### config.mk
export PLATFORM = sky130hd
export DESIGN_NAME = wdog_timer
export DESIGN_NICKNAME = d
export VERILOG_FILES = /design/src/rtl/wdt_pkg.sv /design/src/rtl/wdt_unlock.sv /design/src/rtl/wdt_counter.sv /design/src/rtl/wdt_regs.sv /design/src/rtl/wdog_timer.sv
export SDC_FILE = /design/constraint.sdc
export NUM_CORES = 1
export LEC_CHECK = 0
export ABC_AREA = 1
export BUFFER_PORTS_ARGS = -buffer_cell sky130_fd_sc_hd__clkbuf_2
export CAP_MARGIN = 20
export CORE_ASPECT_RATIO = 1.1
export CORE_MARGIN = 5
export CORE_UTILIZATION = 62
export CTS_BUF_LIST = sky130_fd_sc_hd__clkbuf_8
export CTS_CLUSTER_SIZE = 20
export DETAILED_ROUTE_END_ITERATION = 10
export GPL_TIMING_DRIVEN = 0
export PLACE_DENSITY = 0.9
export SKIP_CTS_REPAIR_TIMING = 1
export SYNTH_ARGS = -nofsm -noshare
export SYNTH_HDL_FRONTEND = slang
export SYNTH_HIERARCHICAL = 1
export SYNTH_SLANG_ARGS = --single-unit
### constraint.sdc
create_clock -name clk_i -period 2.61 [get_ports clk_i]
set_clock_uncertainty 0.2 [all_clocks]
set_input_delay 0.522 -clock clk_i [delete_from_list [all_inputs] [get_ports clk_i]]
set_output_delay 0.522 -clock clk_i [all_outputs]
set_load 0.02 [all_outputs]
### src/rtl/wdt_pkg.sv
package wdt_pkg;
  localparam int unsigned DATA_W     = 8;
  localparam int unsigned MODE_W     = 2;
  localparam int unsigned N_MODES    = 4;
  localparam int unsigned BASE_EXP   = 17;  // mode 0 interval exponent
  localparam int unsigned STEP_EXP   = 3;   // exponent step per mode
  localparam int unsigned GAP_EXP    = 9;   // warning-to-timeout gap exponent
  localparam logic [DATA_W-1:0] KEY_FIRST  = 8'hAA;
  localparam logic [DATA_W-1:0] KEY_SECOND = 8'h55;

  localparam int unsigned B_RESTART = 0;
  localparam int unsigned B_RST_EN  = 1;
  localparam int unsigned B_INT_EN  = 2;
  localparam int unsigned B_WARN    = 3;
  localparam int unsigned B_TOUT    = 4;
  localparam int unsigned B_MODE    = 5;

  typedef enum logic {
    ADDR_CTRL = 1'b0,
    ADDR_KEY  = 1'b1
  } wdt_addr_e;

  typedef logic [MODE_W-1:0] wdt_mode_t;
endpackage

### src/rtl/wdt_unlock.sv
module wdt_unlock
  import wdt_pkg::*;
#(
  parameter int unsigned WIN = 4
) (
  input  logic              clk_i,
  input  logic              rst_ni,
  input  logic              wr_en_i,
  input  logic              wr_addr_i,
  input  logic [DATA_W-1:0] wr_data_i,
  output logic              prot_ok_o
);
  localparam int unsigned WIN_W = $clog2(WIN + 1);

  logic             got_first_q;
  logic [WIN_W-1:0] win_q;
  logic             wr_key, wr_ctrl;

  assign wr_key    = wr_en_i && (wr_addr_i == ADDR_KEY);
  assign wr_ctrl   = wr_en_i && (wr_addr_i == ADDR_CTRL);
  assign prot_ok_o = (win_q != '0);

  always_ff @(posedge clk_i or negedge rst_ni) begin
    if (!rst_ni) begin
      got_first_q <= 1'b0;
      win_q       <= '0;
    end else if (wr_key) begin
      if (wr_data_i == KEY_FIRST) begin
        got_first_q <= 1'b1;
        win_q       <= '0;
      end else if (got_first_q && wr_data_i == KEY_SECOND) begin
        got_first_q <= 1'b0;
        win_q       <= WIN_W'(WIN);
      end else begin
        got_first_q <= 1'b0;
        win_q       <= '0;
      end
    end else if (wr_ctrl) begin
      // any control write consumes or cancels the unlock
      got_first_q <= 1'b0;
      win_q       <= '0;
    end else if (win_q != '0) begin
      win_q <= win_q - 1'b1;
    end
  end

  AST_WIN_FROM_KEY: assert property (@(posedge clk_i) disable iff (!rst_ni)
    $rose(prot_ok_o) |-> $past(wr_key && wr_data_i == KEY_SECOND));
  AST_WIN_BOUND: assert property (@(posedge clk_i) disable iff (!rst_ni)
    win_q <= WIN_W'(WIN));
endmodule

### src/rtl/wdt_counter.sv
module wdt_counter
  import wdt_pkg::*;
#(
  parameter int unsigned SCALE_SHIFT = 0,
  parameter int unsigned CNT_W       = BASE_EXP + STEP_EXP * (N_MODES - 1) + 1 - SCALE_SHIFT
) (
  input  logic      clk_i,
  input  logic      rst_ni,
  input  wdt_mode_t mode_i,
  input  logic      restart_i,
  input  logic      rst_en_i,
  output logic      warn_evt_o,
  output logic      tout_evt_o,
  output logic      rst_req_o
);
  localparam logic [CNT_W-1:0] GAP = CNT_W'(64'd1 << (GAP_EXP - SCALE_SHIFT));

  logic [CNT_W-1:0] cnt_q;
  logic [CNT_W-1:0] warn_last_tbl [N_MODES];
  logic [CNT_W-1:0] warn_last, tout_last;
  logic             rst_req_q;

  for (genvar m = 0; m < N_MODES; m++) begin : g_lim
    localparam int unsigned EXP = BASE_EXP + STEP_EXP * m - SCALE_SHIFT;
    assign warn_last_tbl[m] = CNT_W'((64'd1 << EXP) - 64'd1);
  end

  always_comb begin
    warn_last  = warn_last_tbl[mode_i];
    tout_last  = warn_last + GAP;
    warn_evt_o = !restart_i && (cnt_q == warn_last);
    // >= keeps a shortened mode from running the full counter range
    tout_evt_o = !restart_i && (cnt_q >= tout_last);
  end

  always_ff @(posedge clk_i or negedge rst_ni) begin
    if (!rst_ni) begin
      cnt_q     <= '0;
      rst_req_q <= 1'b0;
    end else begin
      rst_req_q <= tout_evt_o && rst_en_i;
      if (restart_i || tout_evt_o) cnt_q <= '0;
      else                         cnt_q <= cnt_q + 1'b1;
    end
  end

  assign rst_req_o = rst_req_q;

  AST_RESTART_CLEARS: assert property (@(posedge clk_i) disable iff (!rst_ni)
    restart_i |=> (cnt_q == '0));
  AST_RST_PULSE: assert property (@(posedge clk_i) disable iff (!rst_ni)
    rst_req_o |=> !rst_req_o);
  AST_EVT_EXCL: assert property (@(posedge clk_i) disable iff (!rst_ni)
    tout_evt_o |-> !warn_evt_o);
endmodule

### src/rtl/wdt_regs.sv
module wdt_regs
  import wdt_pkg::*;
(
  input  logic        clk_i,
  input  logic        rst_ni,
  input  logic        wr_en_i,
  input  logic        wr_addr_i,
  input  logic [6:0]  wr_data_i,
  input  logic        prot_ok_i,
  input  logic        warn_evt_i,
  input  logic        tout_evt_i,
  output wdt_mode_t   mode_o,
  output logic        rst_en_o,
  output logic        restart_o,
  output logic        irq_o,
  output logic [DATA_W-1:0] ctrl_o
);
  logic      wr_ctrl;
  wdt_mode_t mode_q;
  logic      int_en_q, rst_en_q, warn_q, tout_q;
  logic      clr_warn, clr_tout;

  assign wr_ctrl   = wr_en_i && (wr_addr_i == ADDR_CTRL);
  assign restart_o = wr_ctrl && wr_data_i[B_RESTART] && prot_ok_i;
  assign clr_warn  = wr_ctrl && !wr_data_i[B_WARN];
  assign clr_tout  = wr_ctrl && !wr_data_i[B_TOUT];

  always_ff @(posedge clk_i or negedge rst_ni) begin
    if (!rst_ni) begin
      mode_q   <= '0;
      int_en_q <= 1'b0;
      rst_en_q <= 1'b0;
    end else if (wr_ctrl) begin
      mode_q   <= wr_data_i[B_MODE +: MODE_W];
      int_en_q <= wr_data_i[B_INT_EN];
      if (prot_ok_i) rst_en_q <= wr_data_i[B_RST_EN];
    end
  end

  // hardware set wins over a same-edge software clear
  always_ff @(posedge clk_i or negedge rst_ni) begin
    if (!rst_ni) begin
      warn_q <= 1'b0;
      tout_q <= 1'b0;
    end else begin
      warn_q <= warn_evt_i || (warn_q && !clr_warn);
      tout_q <= tout_evt_i || (tout_q && !clr_tout);
    end
  end

  assign mode_o   = mode_q;
  assign rst_en_o = rst_en_q;
  assign irq_o    = warn_q && int_en_q;
  assign ctrl_o   = {1'b0, mode_q, tout_q, warn_q, int_en_q, rst_en_q, 1'b0};

  AST_WARN_STICKY: assert property (@(posedge clk_i) disable iff (!rst_ni)
    $fell(warn_q) |-> $past(clr_warn));
  AST_TOUT_STICKY: assert property (@(posedge clk_i) disable iff (!rst_ni)
    $fell(tout_q) |-> $past(clr_tout));
  AST_RST_EN_GUARD: assert property (@(posedge clk_i) disable iff (!rst_ni)
    !$stable(rst_en_q) |-> $past(prot_ok_i && wr_ctrl));
  AST_TOUT_SETS: assert property (@(posedge clk_i) disable iff (!rst_ni)
    tout_evt_i |=> tout_q);
endmodule

### src/rtl/wdog_timer.sv
module wdog_timer
  import wdt_pkg::*;
#(
  parameter int unsigned SCALE_SHIFT = 0,
  parameter int unsigned UNLOCK_WIN  = 4
) (
  input  logic       clk_i,
  input  logic       rst_ni,
  input  logic       wr_en_i,
  input  logic       wr_addr_i,
  input  logic [7:0] wr_data_i,
  output logic [7:0] ctrl_o,
  output logic       irq_o,
  output logic       rst_req_o
);
  wdt_mode_t mode;
  logic      prot_ok, restart, rst_en, warn_evt, tout_evt;

  wdt_unlock #(.WIN(UNLOCK_WIN)) u_unlock (
    .clk_i     (clk_i),
    .rst_ni    (rst_ni),
    .wr_en_i   (wr_en_i),
    .wr_addr_i (wr_addr_i),
    .wr_data_i (wr_data_i),
    .prot_ok_o (prot_ok)
  );

  wdt_regs u_regs (
    .clk_i      (clk_i),
    .rst_ni     (rst_ni),
    .wr_en_i    (wr_en_i),
    .wr_addr_i  (wr_addr_i),
    .wr_data_i  (wr_data_i[6:0]),
    .prot_ok_i  (prot_ok),
    .warn_evt_i (warn_evt),
    .tout_evt_i (tout_evt),
    .mode_o     (mode),
    .rst_en_o   (rst_en),
    .restart_o  (restart),
    .irq_o      (irq_o),
    .ctrl_o     (ctrl_o)
  );

  wdt_counter #(.SCALE_SHIFT(SCALE_SHIFT)) u_counter (
    .clk_i      (clk_i),
    .rst_ni     (rst_ni),
    .mode_i     (mode),
    .restart_i  (restart),
    .rst_en_i   (rst_en),
    .warn_evt_o (warn_evt),
    .tout_evt_o (tout_evt),
    .rst_req_o  (rst_req_o)
  );

  AST_RST_WITH_TOUT: assert property (@(posedge clk_i) disable iff (!rst_ni)
    rst_req_o |-> ctrl_o[B_TOUT]);
endmodule

==> flow_summary_export.csv <==
group,metric,value,unit
setup_path,endpoint,"u_counter/cnt_q[16]$_DFF_PN0_",
placed_design,preCtsSetupSlack,0.357,ns
floorplanning,die_w,71.5,um
floorplanning,die_area,5550,um^2
placed_design,dpl.hpwl,4.21,mm
final_layout,fin_nets,423,
cts,numCtsBuffers,5,
routing,postRouteAntennaNets,0,
synthesis,ys_ff_latch,38,
pwr,p_leak,1.48,nW
synthesis,syn_inst,372,
final_layout,diodes,0,
routing,drt_iter0_drc,191,
floorplanning,placementRows,24,
pwr,seqPwrFrac,0.467,
synthesis,synth_cell_types,29,
routing,drc_errors,0,
cts,insertion_delay,0.29,ns
setup_path,slowest_stage,"dfrtp_1",
setup_path,slowest_delay,0.38,ns
pwr,peakVddDrop,0.480,mV
setup_path,crit_chain,"buf_4 -> nand2_1 -> ha_1 -> nand2_1 -> nor2_1 -> inv_1 -> nor2_1 -> nand2_1 -> nand2_1 -> nand2_2 -> nand3_4 -> buf_6 -> nor2_1",
cts,clock-sinks,38,
synthesis,syn_area,2580,um^2
run_status,status,"complete, no violations",
timing,finalSetupViolCount,0,
placed_design,dp.cells,445,
timing,fin_worst_hold_slack,0.288,ns
floorplanning,start_util,0.646,
routing,dr.pass1.iters,5,
placed_design,routabilityCongestion,0.963,
setup_path,reg2reg_from,"u_regs/mode_o[0]$_DFFE_PN0P_",
setup_path,cp-startpoint,"u_regs/mode_o[0]$_DFFE_PN0P_",
floorplanning,fp.dieH,77.7,um
timing,slew_violations,0,
timing,fin_ws,0.258,ns
setup_path,r2r_end,"u_counter/cnt_q[16]$_DFF_PN0_",
pwr,comb_power_share,0.269,
setup_path,worstSetupPathType,"flip-flop to flip-flop",
global_route,grt_pass1_wl,9.67,mm
global_route,grt_overflow_total,0,
routing,wl_per_cell,12.7,um
synthesis,yosys_warnings,6,
floorplanning,core,3990,um^2
global_route,first_global_vias,2232,
routing,vias,2351,
timing,min_period,2.35,ns
final_layout,fillers,334,
timing,period_share,0.901,
global_route,grt_antenna_before_repair,0,
cts,htreeDepth,2,
synthesis,seq_area_frac_synth,0.368,
placed_design,io_buffers,19,
setup_path,cpMostUsedCell,"nand2_1",
setup_path,ff2ff_setup_slack,0.26,ns
placed_design,place_area,2750,um^2
timing,rsz0062_at_grt,"false",
final_layout,final_layout_size_suffix_gt1_frac,0.132,
final_layout,area.growth.synth_to_final,11.2,%
timing,setup_tns,0,ns
final_layout,fin_util,0.719,
routing,vias_per_cell,5.17,
global_route,grt_max_degree,39,
setup_path,cp-end-kind,"flip-flop",
floorplanning,ios,22,
pwr,p_total,1.58,mW
final_layout,finalNonFillerCells,455,
run,max_cap_violations,0,
cts,cts_tree,"done",
setup_path,critPathMaxFanout,10,
synthesis,syn_avg_cell_area,6.94,um^2
cts,path_clk_slew,0.08,ns
pwr,p_sw,0.533,mW
worst_hold_path,hp-class,"flip-flop to flip-flop",
pwr,power_density,551,nW/um^2
setup_path,rr_worst_depth,13,
global_route,grt_usage,0.218,
timing,timing.fmax,425,MHz
pwr,clkPwrFrac,0.264,
timing,final_hold_viol_count,0,
routing,wl,5.78,mm
setup_path,required,2.58,ns
setup_path,crit_arrival,2.33,ns
setup_path,start_kind,"flip-flop",
pwr,intPower,1.05,mW
pwr,sw_frac_of_total,0.337,
cts,cts_root_buf,"clkbuf_8",
final_layout,final_design_area_no_fill,2870,um^2
cts,clock_path_buffers,2,
worst min-delay path by stage:
stage	start	end	cells past startpoint	slack [ns]
after floorplan	rst_ni	u_counter/cnt_q[0]$_DFF_PN0_	0	0.03
after global placement	u_unlock/win_q[1]$_DFFE_PN0P_	u_unlock/win_q[1]$_DFFE_PN0P_	2	0.27
after detailed placement	u_regs/tout_q$_DFF_PN0_	u_regs/tout_q$_DFF_PN0_	2	0.27
after CTS	rst_ni	u_counter/cnt_q[25]$_DFF_PN0_	1	0.21
after global routing	wr_data_i[5]	u_regs/mode_o[0]$_DFFE_PN0P_	3	0.29
final	u_unlock/got_first_q$_DFFE_PN0P_	u_unlock/got_first_q$_DFFE_PN0P_	2	0.29
flip-flops by register name, summed over array words and instances (netlist names):
register,count
u_regs/tout_q,1
u_regs/rst_en_o,1
u_unlock/got_first_q,1
u_regs/mode_o,2
u_unlock/win_q,3
u_regs/int_en_q,1
u_counter/cnt_q,27
u_regs/warn_q,1
u_counter/rst_req_o,1
cells in the mapped netlist:
cell type / count / share of area
a21o_1: 1 / 0.0029
a21oi_1: 5 / 0.0097
a21oi_2: 1 / 0.0034
buf_4: 8 / 0.023
buf_6: 3 / 0.013
conb_1: 2 / 0.0029
dfrtp_1: 38 / 0.37
ha_1: 9 / 0.044
inv_1: 50 / 0.073
inv_2: 2 / 0.0029
nand2_1: 106 / 0.15
nand2_2: 1 / 0.0024
nand2_4: 1 / 0.0044
nand3_1: 21 / 0.041
nand3_2: 2 / 0.0078
nand3_4: 1 / 0.0068
nand4_1: 6 / 0.015
nor2_1: 72 / 0.10
nor2_2: 4 / 0.0097
nor2_4: 2 / 0.0087
nor3_1: 12 / 0.023
o2111ai_1: 1 / 0.0034
o21ai_0: 2 / 0.0039
o21ai_2: 1 / 0.0034
o21bai_1: 1 / 0.0029
o31ai_1: 1 / 0.0029
or2_0: 1 / 0.0024
xnor2_1: 3 / 0.010
xor2_1: 15 / 0.051
power groups by stage:
stage	registers [mW]	logic (mW)	clock network, mW
6_report	0.739	0.425	0.417
3_5_place_dp	0.750	0.416	0
2_1_floorplan	0.741	0.319	0
5_1_grt	0.750	0.488	0.451
3_3_place_gp	0.745	0.400	0
4_1_cts	0.738	0.421	0.424
routing by layer:
metal  part of all wire  GRT usage  wire length [um]
met5                  0          0                 0
met4              0.018     0.0752               105
met1               0.43      0.281              2470
met3              0.064     0.0452               368
met2               0.49      0.362              2830
layout by cell type (no fill, tap or decap), drive strengths merged:
cell type,count
o31ai,1
clkinv,1
o2111ai,1
xnor2,3
ha,9
buf,12
nand2,108
a21o,1
nor2,78
nand4,6
xor2,15
or2,1
nor3,12
dlygate4sd3,1
inv,53
conb,4
nand3,24
a21oi,6
dfrtp,38
clkbuf,25
o21bai,1
o21ai,3
cell families (layout without fill, tap and decap cells):
family,after synthesis,after routing,synth area share
other cells,2,4,0.00291
compound gates,13,13,0.0325
fa+ha+maj,9,9,0.0436
flops,38,38,0.368
simple gates,229,229,0.380
xor+xnor,18,18,0.0611
buf+inv,63,92,0.112
final cells by class:
class / instances / area, um^2 / area share
Buffer: 11 / 93.8 / 0.0327
Clock buffer: 6 / 82.6 / 0.0288
Clock inverter: 2 / 8.76 / 0.00305
Inverter: 52 / 195 / 0.0680
Multi-Input combinational cell: 273 / 1350 / 0.470
Sequential cell: 38 / 951 / 0.331
Tap cell: 52 / 65.1 / 0.0227
Timing Repair Buffer: 21 / 125 / 0.0436
worst max-delay path, delay by kind of cell (launching register included):
kind	cells	cell delay (ns)
adders and majority gates	1	0.33
buffers and inverters	3	0.40
DFF	1	0.38
and+or+nand+nor	9	0.94
(Power assumes the default switching activity.)
